`src/rtl/dtv_pkg.sv`:
```
package dtv_pkg;
  localparam int NFIELD = 8;
  localparam int BW     = 8;
  localparam int DW     = 4;

  // mask bit positions
  localparam int F_SEC = 0;
  localparam int F_MIN = 1;
  localparam int F_HR  = 2;
  localparam int F_DAY = 3;
  localparam int F_DAT = 4;
  localparam int F_MON = 5;
  localparam int F_YR  = 6;
  localparam int F_CEN = 7;

  typedef struct packed {
    logic loadEn;
    logic markBad;
  } dtv_strobe_t;

  function automatic logic digitsOk(input logic [BW-1:0] v);
    return (v[7:4] <= 4'd9) && (v[3:0] <= 4'd9);
  endfunction

  function automatic logic [BW-1:0] bcdToBin(input logic [BW-1:0] v);
    return BW'(v[7:4]) * BW'(10) + BW'(v[3:0]);
  endfunction

  function automatic logic [BW-1:0] binToBcd(input logic [BW-1:0] b);
    logic [BW-1:0] tens, ones;
    tens = b / BW'(10);
    ones = b % BW'(10);
    return {tens[3:0], ones[3:0]};
  endfunction
endpackage

```
`src/rtl/dtv_datapath.sv`:
```
module dtv_datapath
  import dtv_pkg::*;
(
  input  logic              clk,
  input  logic              rstN,
  input  dtv_strobe_t       strobe,
  input  logic [BW-1:0]     centuryIn,
  input  logic [BW-1:0]     yearIn,
  input  logic [BW-1:0]     monthIn,
  input  logic [BW-1:0]     dateIn,
  input  logic [DW-1:0]     dayIn,
  input  logic [BW-1:0]     hourIn,
  input  logic [BW-1:0]     minIn,
  input  logic [BW-1:0]     secIn,
  input  logic              mode12,
  input  logic              pmIn,
  input  logic              altCal,
  output logic [NFIELD-1:0] fieldOk,
  output logic              allOk,
  output logic [BW-1:0]     centuryQ,
  output logic [BW-1:0]     yearQ,
  output logic [BW-1:0]     monthQ,
  output logic [BW-1:0]     dateQ,
  output logic [DW-1:0]     dayQ,
  output logic [BW-1:0]     hourQ,
  output logic [BW-1:0]     minQ,
  output logic [BW-1:0]     secQ
);
  logic [BW-1:0] cenLo, cenHi, dateLimit, hourBin, hourStoreBin, hourStore;
  logic [BW-1:0] msIn [2];
  logic          msOk [2];

  assign msIn[0] = secIn;
  assign msIn[1] = minIn;

  // minute and second share one range rule
  for (genvar g = 0; g < 2; g++) begin : g_ms
    assign msOk[g] = digitsOk(msIn[g]) && (bcdToBin(msIn[g]) <= BW'(59));
  end

  always_comb begin
    cenLo = altCal ? BW'(13) : BW'(19);
    cenHi = altCal ? BW'(14) : BW'(20);
    unique case (monthIn)
      8'h02:                      dateLimit = BW'(29);
      8'h04, 8'h06, 8'h09, 8'h11: dateLimit = BW'(30);
      default:                    dateLimit = BW'(31);
    endcase
    hourBin = bcdToBin(hourIn);

    fieldOk        = '0;
    fieldOk[F_SEC] = msOk[0];
    fieldOk[F_MIN] = msOk[1];
    fieldOk[F_CEN] = digitsOk(centuryIn) && (bcdToBin(centuryIn) >= cenLo)
                     && (bcdToBin(centuryIn) <= cenHi);
    fieldOk[F_YR]  = digitsOk(yearIn);
    fieldOk[F_MON] = digitsOk(monthIn) && (monthIn >= 8'h01) && (monthIn <= 8'h12);
    fieldOk[F_DAT] = digitsOk(dateIn) && (dateIn != 8'h00)
                     && (bcdToBin(dateIn) <= dateLimit);
    fieldOk[F_DAY] = (dayIn >= 4'd1) && (dayIn <= 4'd7);
    if (mode12)
      fieldOk[F_HR] = digitsOk(hourIn) && (hourBin >= BW'(1)) && (hourBin <= BW'(12));
    else
      fieldOk[F_HR] = digitsOk(hourIn) && (hourBin <= BW'(23)) && !pmIn;

    // 12-hour to 24-hour conversion
    if (!mode12)             hourStoreBin = hourBin;
    else if (hourBin == BW'(12)) hourStoreBin = pmIn ? BW'(12) : BW'(0);
    else                     hourStoreBin = pmIn ? hourBin + BW'(12) : hourBin;
    hourStore = binToBcd(hourStoreBin);
  end

  assign allOk = &fieldOk;

  always_ff @(posedge clk or negedge rstN) begin
    if (!rstN) begin
      centuryQ <= 8'h20;
      yearQ    <= 8'h00;
      monthQ   <= 8'h01;
      dateQ    <= 8'h01;
      dayQ     <= 4'h1;
      hourQ    <= 8'h00;
      minQ     <= 8'h00;
      secQ     <= 8'h00;
    end else if (strobe.loadEn) begin
      centuryQ <= centuryIn;
      yearQ    <= yearIn;
      monthQ   <= monthIn;
      dateQ    <= dateIn;
      dayQ     <= dayIn;
      hourQ    <= hourStore;
      minQ     <= minIn;
      secQ     <= secIn;
    end
  end

  p_stored_stable_r12: assert property (@(posedge clk) disable iff (!rstN)
    !strobe.loadEn |=> $stable({centuryQ, yearQ, monthQ, dateQ, dayQ, hourQ, minQ, secQ}));

  p_hour24_legal_r11: assert property (@(posedge clk) disable iff (!rstN)
    digitsOk(hourQ) && (hourQ <= 8'h23));

  p_pm_in24_rejected_r6: assert property (@(posedge clk) disable iff (!rstN)
    (!mode12 && pmIn) |-> !fieldOk[F_HR]);

  p_load_only_valid_r10: assert property (@(posedge clk) disable iff (!rstN)
    strobe.loadEn |-> allOk);
endmodule

```
`src/rtl/dtv_control.sv`:
```
module dtv_control
  import dtv_pkg::*;
(
  input  logic        clk,
  input  logic        rstN,
  input  logic        wrEn,
  input  logic        allOk,
  output dtv_strobe_t strobe,
  output logic        commitPulse,
  output logic        badEntry
);
  always_comb begin
    strobe.loadEn  = wrEn && allOk;
    strobe.markBad = wrEn && !allOk;
  end

  always_ff @(posedge clk or negedge rstN) begin
    if (!rstN) begin
      commitPulse <= 1'b0;
      badEntry    <= 1'b0;
    end else begin
      commitPulse <= strobe.loadEn;
      if (strobe.markBad) badEntry <= 1'b1;
    end
  end

  p_commit_cause_r10: assert property (@(posedge clk) disable iff (!rstN)
    commitPulse |-> $past(wrEn && allOk));

  p_no_commit_on_reject_r12: assert property (@(posedge clk) disable iff (!rstN)
    (wrEn && !allOk) |=> (!commitPulse && badEntry));

  p_bad_sticky_r12: assert property (@(posedge clk) disable iff (!rstN)
    badEntry |=> badEntry);
endmodule

```
`src/rtl/bcd_entry_validator.sv`:
```
module bcd_entry_validator
  import dtv_pkg::*;
(
  input  logic              clk,
  input  logic              rstN,
  input  logic              wrEn,
  input  logic [BW-1:0]     centuryIn,
  input  logic [BW-1:0]     yearIn,
  input  logic [BW-1:0]     monthIn,
  input  logic [BW-1:0]     dateIn,
  input  logic [DW-1:0]     dayIn,
  input  logic [BW-1:0]     hourIn,
  input  logic [BW-1:0]     minIn,
  input  logic [BW-1:0]     secIn,
  input  logic              mode12,
  input  logic              pmIn,
  input  logic              altCal,
  output logic [NFIELD-1:0] fieldOk,
  output logic              entryOk,
  output logic              commitPulse,
  output logic              badEntry,
  output logic [BW-1:0]     centuryQ,
  output logic [BW-1:0]     yearQ,
  output logic [BW-1:0]     monthQ,
  output logic [BW-1:0]     dateQ,
  output logic [DW-1:0]     dayQ,
  output logic [BW-1:0]     hourQ,
  output logic [BW-1:0]     minQ,
  output logic [BW-1:0]     secQ
);
  dtv_strobe_t strobe;
  logic        allOk;

  dtv_datapath u_dp (
    .clk(clk), .rstN(rstN), .strobe(strobe),
    .centuryIn(centuryIn), .yearIn(yearIn), .monthIn(monthIn), .dateIn(dateIn),
    .dayIn(dayIn), .hourIn(hourIn), .minIn(minIn), .secIn(secIn),
    .mode12(mode12), .pmIn(pmIn), .altCal(altCal),
    .fieldOk(fieldOk), .allOk(allOk),
    .centuryQ(centuryQ), .yearQ(yearQ), .monthQ(monthQ), .dateQ(dateQ),
    .dayQ(dayQ), .hourQ(hourQ), .minQ(minQ), .secQ(secQ)
  );

  dtv_control u_ctl (
    .clk(clk), .rstN(rstN), .wrEn(wrEn), .allOk(allOk),
    .strobe(strobe), .commitPulse(commitPulse), .badEntry(badEntry)
  );

  assign entryOk = allOk;
endmodule

```
`config.mk`:
```
export PLATFORM = sky130hd
export DESIGN_NAME = bcd_entry_validator
export DESIGN_NICKNAME = d
export VERILOG_FILES = /design/src/rtl/dtv_pkg.sv /design/src/rtl/dtv_datapath.sv /design/src/rtl/dtv_control.sv /design/src/rtl/bcd_entry_validator.sv
export SDC_FILE = /design/constraint.sdc
export NUM_CORES = 1
export LEC_CHECK = 0
export ABC_AREA = 0
export BUFFER_PORTS_ARGS = -buffer_cell sky130_fd_sc_hd__clkbuf_2
export CORE_ASPECT_RATIO = 1.4
export CORE_MARGIN = 5
export CORE_UTILIZATION = 53
export DETAILED_ROUTE_END_ITERATION = 6
export PLACE_DENSITY = 0.91
export SLEW_MARGIN = 30
export SYNTH_ARGS = -nofsm -noshare
export SYNTH_HDL_FRONTEND = slang
export SYNTH_SLANG_ARGS = --single-unit
```
`constraint.sdc`:
```
create_clock -name clk -period 4.6 [get_ports clk]
set_input_delay 0.69 -clock clk [delete_from_list [all_inputs] [get_ports clk]]
set_output_delay 0.69 -clock clk [all_outputs]
set_load 0.03 [all_outputs]
```
# == Yosys cells after proc, flatten, opt, wreduce, memory -nomap -nowiden ==
# Index checks and enable logic that the tools add are counted.
# classes
n_addsub,6
n_mul,5
n_div,2
order_cmp,26
eq_ne,6
n_mux,8
n_reduce_logical,27
# ops
cell,n
$le A4 B4 Y1 const B,14
$add A8 B4 Y8,5
$mul A4 B3 Y7 const B,5
$mux W8,3
$logic_and A1 B1 Y1,22
$eq A8 B3 Y1 const B,2
$eq A8 B4 Y1 const B,2
$ge A8 B1 Y1 const B,2
$le A8 B5 Y1 const B,2
$le A8 B6 Y1 const B,2
$mux W5,2
$add A8 B4 Y8 const B,1
$div A8 B4 Y8 const B,1
$eq A8 B2 Y1 const B,1
$eq A8 B5 Y1 const B,1
$ge A8 B8 Y1,1
$le A8 B4 Y1 const B,1
$le A8 B5 Y1,1
$le A8 B8 Y1,1
$mod A8 B4 Y8 const B,1
$reduce_and A8 Y1,1
$reduce_bool A8 Y1,1
$ge A4 B1 Y1 const B,1
$le A4 B3 Y1 const B,1
5 further kinds,6
# word_totals
ff_bits,62
inputBits,66
out_inout_bits,71
word_cells,90

# == Longest topological paths before layout ==
# Gate-level depths: netlist of the first run.
# logic_depth
word_depth,9
ltp_mapped,17
depth_no_buf,15

# == By module ==
# A second synthesis of the first run with hierarchy kept.
# hier_totals
hier_cells,478
hier_area_um2,4948.5
# by_module_without_submodules
mod,n_inst,cells_per_inst,area_each_um2,seq_area_each_um2
dtv_datapath,1,473,4870.9,1506.4
dtv_control,1,5,77.6,50.0

# == Least setup slack after synthesis of the first run ==
# Ideal clock, no wire load.
# synth_timing
path_kind,input -> register
from,input port hourIn[5]
to,register u_dp.hourQ[2]
setup_time_ns,0.077
t_arrival_ns,4.444
t_required_ns,4.523
setup_slack_ns,0.079
cell_stages,15
path_buffers,2
path_cell_list,ha_1 > ha_1 > fa_1 > nand2_1 > or3_1 > or3_1 > o211ai_1 > nand3_1 > a21oi_1 > and4_1 > and2_1 > clkbuf_1 > clkbuf_1 > nor2_1 > a21oi_1
# synth_between
elab_chain_cells,8
word_cells_on_any_way,20
classes_between,add/sub: 2; mul: 1; div: 1; order compare: 4; eq/ne: 1; mux: 4; reduce/logical: 7
# synth_rtl
item,line,source
"start, declared",bcd_entry_validator.sv:12,"input logic [BW-1:0] hourIn,"
$mul A4 B3 Y7,dtv_pkg.sv:26,return BW'(v[7:4]) * BW'(10) + BW'(v[3:0]);
$add A8 B4 Y8,dtv_pkg.sv:26,
$le A8 B5 Y1 or $ge A8 B1 Y1 (tied branches),"dtv_datapath.sv:64, dtv_datapath.sv:62",
"$logic_and A1 B1 Y1, on equally long branches (2 in a row)","dtv_datapath.sv:64, dtv_datapath.sv:62",
$mux W1 *,dtv_datapath.sv:61,if (mode12)
net fieldOk[2],bcd_entry_validator.sv:18,"output logic [NFIELD-1:0] fieldOk,"
$reduce_and A8 Y1 *,dtv_datapath.sv:73,assign allOk = &fieldOk;
net entryOk,bcd_entry_validator.sv:19,"output logic entryOk,"
$logic_and A1 B1 Y1 *,dtv_control.sv:13,strobe.loadEn = wrEn && allOk;
"end signal, assigned",dtv_datapath.sv:91,hourQ <= hourStore;
"end, declared",dtv_datapath.sv:25,"output logic [BW-1:0] hourQ,"
# Mark *: on every way through the listed nets, which the timed path passes. The rest lies on a longest branch.
# A chain may end at the register's enable or synchronous reset.

# == Worst setup path in the final report of the first run ==
# layout_timing
from,input port minIn[5]
to,output port entryOk
# layout_between
elab_chain_cells,5
word_cells_on_any_way,7
classes_between,add/sub: 1; mul: 1; order compare: 2; reduce/logical: 3
# layout_rtl
item,line,source
"start, declared",bcd_entry_validator.sv:13,"input logic [BW-1:0] minIn,"
$mul A4 B3 Y7,dtv_pkg.sv:26,
$add A8 B4 Y8,dtv_pkg.sv:26,
$le A8 B6 Y1,dtv_datapath.sv:38,assign msOk[g] = digitsOk(msIn[g]) && (bcdToBin(msIn[g]) <= BW'(59));
$logic_and A1 B1 Y1 *,dtv_datapath.sv:38,
$reduce_and A8 Y1 *,dtv_datapath.sv:73,
"end, declared",bcd_entry_validator.sv:19,
# Every way passes the cells marked *; elsewhere a longest branch is shown, timed or not.

==> results.toml, run 1 <==
[min_path]
min_path_type = "flop to flop"
worstHoldEndpoint = "u_dp.monthQ[0]"
min_from = "u_dp.monthQ[0]"
hold_depth = 2

[power_and_ir_drop]
ir_worst_vdd_v = 0.000257
p_sw_w = 0.000632
intPower_w = 0.00130
p_sw_frac = 0.326
finalPower_w = 0.00194
share_seq_of_total_power = 0.282
combPwrFrac = 0.345
leakage_nw = 3.35
clock_power_share = 0.373
powerDensity_nw_per_um2 = 318

[clock_tree]
cts_tree = "done"
htree_levels = 3
clock_path_buffers = 2
post_cts_buffers = 0
clk_latency_ps = 320
hold_buffers = 0
cts_made_buffers = 9
cts.clk_slew.worst_paths_ps = 50
cts_sinks = 62
cts-root-buf = "clkbuf_16"

[die]
die_area_um2 = 11200
die_y_um = 123
start_util = 0.540
core_um2 = 8980
die-width_um = 90.9
rows = 41
io_pins = 137

[setup_path]
cp-start-kind = "primary input"
critical_path.endpoint_type = "output port"
r2r_end = "u_dp.dateQ[0]"
worstSetupPathType = "primary input to output port"
cpPeakStageDelay_ps = 560
cp_top_family = "adder cells"
path_depth = 12
crit_arrival_ps = 3700
path_buf_inv = 2
critical_path.cell_chain = "clkbuf_2 > ha_1 > ha_1 > fa_1 > and3b_1 > o211a_1 > maj3_1 > o21ai_1 > o211a_1 > and3_1 > and4_1 > clkbuf_2"
r2r_start = "u_dp.dateQ[0]"
reg2reg_depth = 2
worst_path_max_delay_cell = "fa_1"
worst-path-max-fanout = 5
critPathRequiredTime_ps = 3910
r2r_slack_ps = 3850

[layout]
final_cell_count_no_fill = 840
area_growth_pct = 25.7
layout.nets = 850
n_antenna_cell = 0
drive_gt1_frac = 0.271
mostFrequentLayoutCell = "nand2_1"
fin_util = 0.679
final_cell_mix = "nand2_1, clkbuf_2, dfrtp_1, ha_1, o21ai_0"

[logic_synthesis]
synth.avg_cell_area_um2 = 8.42
synthCells = 576
synth-seq-cells = 62
yosysSeqAreaShare = 0.321
synth_nets = 698
synth-edff-count = 0
async_reset_ff_frac = 1.00
syn_area_um2 = 4850
ys.flop_type = "dfrtp_1"
yosysWarnings = 0
ys_types = 71

[routing]
antenna_left = 0
drt_iter0_drc = 255
vias = 4863
avgViaCountPerCell = 5.79
drt-pass1-iter-count = 6
drt_wl_total_um = 13600
wl_per_cell_um = 16.1
drcViolationCount = 0

[global_routing]
grt_use_total = 0.244
antenna_found_initial = 0
grt_pass1_vias = 5016
grt_pass1_wl_um = 22700
grt.overflow.total = 0
grt_max_degree = 63

[run_status]
status = "completed"

[placed_design]
pre_cts_ws_ps = -28.5
globalplace.congestion = 0.905
placed_cells = 824
dpl.hpwl_um = 10400
portBuffers = 136

[job]
drv_cap = 0

[timing]
worst_pin_slew_ps = 803
timing.final.crit_share = 0.953
setup_viol = 0
slew_viol_final = 0
rsz0062_at_grt = "no"
fmax_mhz = 228
clock_skew_ps = 0
layout_min_cycle_time_ps = 4390
relSlewSlack = 0.464
hold_violations = 0
fin_ws_ps = 214
## power by group through the flow
stage	Sequential (W)	Clock, W	Combinational (W)
after floorplan	0.000556	0	0.000448
final	0.000546	0.000721	0.000669
after detailed placement	0.000555	0	0.000654
after global routing	0.000546	0.000759	0.000741
after CTS	0.000546	0.000730	0.000662
after global placement	0.000555	0	0.000619
## state kept, by name, indices dropped and copies added (netlist names)
signal and cells:
u_dp.monthQ 8, u_dp.centuryQ 8, u_dp.dayQ 4, u_dp.secQ 8, u_dp.yearQ 8, u_dp.hourQ 8, u_dp.minQ 8, u_ctl.commitPulse 1
u_ctl.badEntry 1, u_dp.dateQ 8
## Yosys cell counts, types with 4 or more instances
cell	n	area share
o21ai_1	4	0.0041
a31oi_1	8	0.010
mux2i_1	6	0.012
o21ai_0	30	0.031
fa_1	10	0.041
xor2_1	11	0.020
and2_1	12	0.015
nor2_1	23	0.018
a211oi_1	5	0.0077
nand3_1	14	0.014
and3_1	11	0.014
nor4_1	6	0.0077
nor3_1	11	0.011
inv_1	11	0.0085
dfstp_2	4	0.022
a21oi_1	19	0.020
or3_1	4	0.0052
ha_1	46	0.12
dfrtp_1	58	0.30
nand2_1	167	0.13
clkbuf_1	17	0.013
nor2b_1	5	0.0064
xnor2_1	10	0.018
a21o_1	12	0.019
## tightest hold or removal path, cell delays in order, from the launching register on
cell     delay, ps
dfstp_2        370
nand2_1         50
nand2_1         40
## layout make-up
cell class,instances,area [um^2]
Clock buffer,10,229
Clock inverter,6,86.3
Fill cell,696,2880
Inverter,12,45.0
Multi-Input combinational cell,481,3160
Sequential cell,62,1560
Tap cell,107,134
Timing Repair Buffer,162,888
## layer usage
layer	wire, um	vias up	track usage
met5	0	-	0
met4	328	0	0.0945
met3	771	26	0.0390
met2	7390	173	0.473
met1	5060	2319	0.264
li1	-	2345	-
## through the flow
| step | setup TNS [ps] | area [um^2] | hold slack [ps] |
|---|---|---|---|
| after floorplan | 0 | 4850 | 394 |
| after detailed placement | -28.5 | 5780 | 449 |
| after global placement | 0 | 5780 | 440 |
| final | 0 | 6100 | 457 |
| after CTS | 0 | 6090 | 457 |
| after global routing | 0 | 6100 | 482 |
## worst max-delay path by stage
stage | from | slack, ps | to
2_1_floorplan | hourIn[5] | 80 | u_dp.hourQ[2]
3_3_place_gp | hourIn[5] | 80 | u_dp.hourQ[3]
3_5_place_dp | hourIn[5] | -30 | u_dp.hourQ[3]
4_1_cts | hourIn[5] | 200 | entryOk
5_1_grt | hourIn[5] | 40 | u_dp.hourQ[2]
6_report | minIn[5] | 210 | entryOk
## repair_timing
action	4_1_cts	5_1_grt
setup endpoints to repair	0	1
resized for setup	0	1
endpoints found under the hold margin	0	0
## cells by family after synthesis
group,Yosys count,share of synthesized area
xor+xnor,21,0.0379
buf+inv,33,0.0302
flops,62,0.321
compound gates,119,0.169
mux,8,0.0193
fa+ha+maj,59,0.166
simple gates,274,0.257
(Power assumes the default switching activity.)
==> inputs of run 2 (changes only) <==
--- a/config.mk
+++ b/config.mk
@@ -6,7 +6,7 @@
 export NUM_CORES = 1
 export LEC_CHECK = 0
 export ABC_AREA = 0
-export BUFFER_PORTS_ARGS = -buffer_cell sky130_fd_sc_hd__clkbuf_2
+export BUFFER_PORTS_ARGS = -buffer_cell sky130_fd_sc_hd__buf_2
 export CORE_ASPECT_RATIO = 1.4
 export CORE_MARGIN = 5
 export CORE_UTILIZATION = 53
==> results.toml, run 2 (synthesized netlist as in run 1, its figures left out) <==
[setup_path]
worst_path_max_delay_cell = "fa_1"
path_buf_inv = 2
cpPeakStageDelay_ps = 560
r2r_slack_ps = 3860
cp-start-kind = "primary input"
critical_path.endpoint_type = "output port"
critPathRequiredTime_ps = 3910
worstSetupPathType = "primary input to output port"
worst-path-max-fanout = 5
cp_top_family = "adder cells"
r2r_end = "u_dp.dateQ[0]"
crit_arrival_ps = 3710
critical_path.cell_chain = "buf_2 > ha_1 > ha_1 > fa_1 > and3b_1 > o211a_1 > maj3_1 > o21ai_1 > o211a_1 > and3_1 > and4_1 > buf_2"
reg2reg_depth = 2
r2r_start = "u_dp.dateQ[0]"

[clock_tree]
post_cts_resized = 0
clock_path_buffers = 2
hold_buffers = 0
cts_sinks = 62
cts_tree = "done"
cts-root-buf = "clkbuf_16"
clk_latency_ps = 330
htree_levels = 3
post_cts_buffers = 0
cts.clk_slew.worst_paths_ps = 50
cts_made_buffers = 9

[timing]
worst_pin_slew_ps = 823
timing.final.crit_share = 0.957
rsz0062_at_grt = "no"
slew_viol_final = 0
setup_viol = 0
clock_skew_ps = 0
hold_violations = 0
layout_min_cycle_time_ps = 4400
fmax_mhz = 227
setup_tns_ps = 0
relSlewSlack = 0.451
timing.hold.ws_ps = 456

[min_path]
min_from = "u_dp.minQ[0]"
hold_depth = 2
min_path_type = "flop to flop"
worstHoldEndpoint = "u_dp.minQ[0]"

[power_and_ir_drop]
intPower_w = 0.00135
share_seq_of_total_power = 0.275
p_sw_w = 0.000635
p_sw_frac = 0.320
leakage_nw = 3.40
combPwrFrac = 0.343
powerDensity_nw_per_um2 = 326
clock_power_share = 0.382
ir_worst_vdd_v = 0.000315

[run_status]
status = "completed"

[layout]
layout.nets = 847
area_growth_pct = 25.6
fill_cells = 706
mostFrequentLayoutCell = "nand2_1"
final_cell_mix = "nand2_1, buf_2, dfrtp_1, ha_1, o21ai_0"
ff_latch_area_um2 = 1560
n_antenna_cell = 0
drive_gt1_frac = 0.267
multi_input_area_um2 = 3160

[global_routing]
antenna_found_initial = 0
grt_pass1_vias = 5083
grt.overflow.total = 0
grt_max_degree = 63
grt_pass1_wl_um = 22800
grt_use_total = 0.247

[routing]
avgViaCountPerCell = 5.97
drt_iter0_drc = 307
wl_per_cell_um = 16.6
drcViolationCount = 0
vias = 4997
drt_wl_total_um = 13900
antenna_left = 0
drt-pass1-iter-count = 5

[placed_design]
portBuffers = 136
dpl.hpwl_um = 10700
globalplace.congestion = 0.850

[job]
drv_cap = 0

[die]
die-width_um = 90.9
die_y_um = 123
start_util = 0.540
io_pins = 137
rows = 41
die_area_um2 = 11200
core_um2 = 8980
## run 2: layout make-up
type	count	share of cell area
multi-input combinational	481	0.518
sequential	62	0.255
timing repair buffer	159	0.142
clock buffer	13	0.0444
tap	107	0.0220
clock inverter	3	0.0107
inverter	12	0.00739
## run 2: through the flow
step                 util  total power, W  instance area (um^2)  instances  worst slack, ps
floorplan               -         0.00100                  4850        576             78.6
global placement    0.641         0.00117                  5760        821             65.4
detailed placement  0.641         0.00121                  5760        821            -48.0
CTS                 0.679         0.00198                  6090        837              219
global route        0.679         0.00208                  6090        837             79.1
finish              0.679         0.00198                  6090        837              198
## run 2: metal layers
layer | vias up | GRT usage | part of all wire
met5 | - | 0 | 0
met4 | 0 | 0.138 | 0.045
met3 | 61 | 0.0438 | 0.073
met2 | 234 | 0.452 | 0.53
met1 | 2363 | 0.267 | 0.36
li1 | 2339 | - | -
## run 2: worst min-delay path, delay by kind of cell (launching register included)
| kind | cells | cell delay (ps) |
|---|---|---|
| flops | 1 | 330 |
| simple gates | 2 | 100 |
## run 2: power by group through the flow
stage	Clock (W)	Combinational (W)	Sequential, W
2_1_floorplan	0	0.000448	0.000556
3_3_place_gp	0	0.000619	0.000555
3_5_place_dp	0	0.000659	0.000555
4_1_cts	0.000764	0.000668	0.000546
5_1_grt	0.000791	0.000744	0.000546
6_report	0.000757	0.000681	0.000546
## run 2: how the worst max path moves through the flow
stage / from / to / slack, ps / depth (start not counted)
floorplan: hourIn[5] / u_dp.hourQ[2] / 80 / 15
global placement: hourIn[5] / u_dp.hourQ[1] / 70 / 14
detailed placement: hourIn[5] / u_dp.hourQ[1] / -50 / 14
CTS: minIn[5] / entryOk / 220 / 12
global route: hourIn[5] / u_dp.hourQ[2] / 80 / 17
finish: minIn[5] / entryOk / 200 / 12
==> inputs of run 3 (changes only) <==
--- a/config.mk
+++ b/config.mk
@@ -7,11 +7,11 @@
 export LEC_CHECK = 0
 export ABC_AREA = 0
 export BUFFER_PORTS_ARGS = -buffer_cell sky130_fd_sc_hd__buf_2
-export CORE_ASPECT_RATIO = 1.4
 export CORE_MARGIN = 5
 export CORE_UTILIZATION = 53
 export DETAILED_ROUTE_END_ITERATION = 6
 export PLACE_DENSITY = 0.91
+export SETUP_SLACK_MARGIN = 0.4
 export SLEW_MARGIN = 30
 export SYNTH_ARGS = -nofsm -noshare
 export SYNTH_HDL_FRONTEND = slang
==> results.toml, run 3 (synthesized netlist as in run 1, its figures left out) <==
[clock_tree]
clock_path_buffers = 2
cts_made_buffers = 9
cts-root-buf = "clkbuf_8"
hold_buffers = 0
cts_tree = "done"
cts.clk_slew.worst_paths_ps = 70
clk_latency_ps = 340
cts_sinks = 62
htree_levels = 3

[setup_path]
crit_arrival_ps = 4410
worst-path-max-fanout = 8
critPathRequiredTime_ps = 4870
critical_path.endpoint_type = "flop"
worstSetupPathType = "primary input to flop"
cp-start-kind = "primary input"

[power_and_ir_drop]
powerDensity_nw_per_um2 = 277
leakage_nw = 3.38
finalPower_w = 0.00173
ir_worst_vdd_v = 0.000174

[timing]
layout_min_cycle_time_ps = 4140
fmax_mhz = 241
hold_violations = 0
slew_viol_final = 0
relSlewSlack = 0.523
rsz0062_at_grt = "yes"
setup_viol = 0
setup_tns_ps = 0
timing.hold.ws_ps = 394
worst_pin_slew_ps = 715
timing.final.crit_share = 0.901
clock_skew_ps = 0

[global_routing]
grt_max_degree = 33
grt_pass1_wl_um = 22400
grt_pass1_vias = 4843
grt_use_total = 0.241
grt.overflow.total = 0
antenna_found_initial = 0

[die]
rows = 35
start_util = 0.535
core_um2 = 9060
io_pins = 137
die_area_um2 = 11200
die-width_um = 106
die_y_um = 106

[layout]
fin_util = 0.690
mostFrequentLayoutCell = "nand2_1"
final_cell_count_no_fill = 846
final_cell_mix = "nand2_1, buf_2, dfrtp_1, ha_1, o21ai_0"
fill_cells = 683
area_growth_pct = 28.8
layout.nets = 852
drive_gt1_frac = 0.318
n_antenna_cell = 0

[placed_design]
globalplace.congestion = 0.964
dpl.hpwl_um = 10600
placed_cells = 813
portBuffers = 136

[routing]
drt_wl_total_um = 14400
drt-pass1-iter-count = 5
drcViolationCount = 0
avgViaCountPerCell = 5.90
wl_per_cell_um = 17.1
antenna_left = 0
drt_iter0_drc = 379
vias = 4992

[min_path]
min_path_type = "primary input to async pin"

[run_status]
status = "completed"

[job]
drv_cap = 0
## run 3: cell types whose count changed in the layout (fill, tap and decap cells not counted), sizes merged
cell / before / now
clkbuf: 13 / 12
bufinv: 2 / 0
clkinv: 1 / 3
buf: 159 / 164
clkinvlp: 0 / 1
## run 3: area by class of cell
type / count / area [um^2] / area share
tap: 111 / 139 / 0.0222
multi-input combinational: 481 / 3400 / 0.543
sequential: 62 / 1560 / 0.249
clock inverter: 4 / 22.5 / 0.00360
clock buffer: 12 / 145 / 0.0232
timing repair buffer: 164 / 947 / 0.152
inverter: 12 / 45.0 / 0.00721
## run 3: worst max-delay path, stage by stage
cell and delay (ps):
buf_6 110, ha_4 250, ha_4 160, fa_2 600, nand2_4 70, buf_4 140
nor3_2 300, xor2_2 230, buf_4 180, nor2_1 50, a22oi_1 300, buf_4 220
or2b_1 160, o211ai_4 120, and3_4 210, or4_1 450, a31oi_1 160
## run 3: final timing paths
check	start	to	slack, ps	cells after the start
setup / recovery	hourIn[7]	u_dp.hourQ[3]	460	17
hold / removal	rstN	u_dp.yearQ[0]	390	1
setup reg to reg	u_dp.dateQ[0]	u_dp.dateQ[0]	3870	2
hold reg to reg	u_dp.monthQ[0]	u_dp.monthQ[0]	450	2
max in group asynchronous	rstN	u_dp.centuryQ[5]	3290	2
min in group clk	u_dp.monthQ[0]	u_dp.monthQ[0]	450	2
## run 3: metrics by stage
step,setup slack [ps],area [um^2]
after CTS,415,6000
after global placement,141,5770
after floorplan,386,4960
after global routing,320,6250
final,457,6250
after detailed placement,20.7,5770
## run 3: power by group
part	total, W	leakage (nW)	switching [W]	internal (W)
logic	0.000757	2.45	0.000433	0.000325
clock network	0.000430	0.0861	0.000222	0.000208
registers	0.000545	0.847	0.0000000000873	0.000545
## run 3: timing repair
item | CTS | global route
pin swaps | 6 | 20
gates resized for setup | 12 | 34
setup endpoints to repair | 3 | 6
buffers inserted | 1 | 16
gates cloned | 0 | 0
## run 3: routing by layer
layer  track usage  vias up  share of wire
li1              -     2340              -
met1         0.277     2339           0.38
met3        0.0459       54          0.074
met5             0        -              0
met2         0.439      259           0.51
met4        0.0907        0          0.037
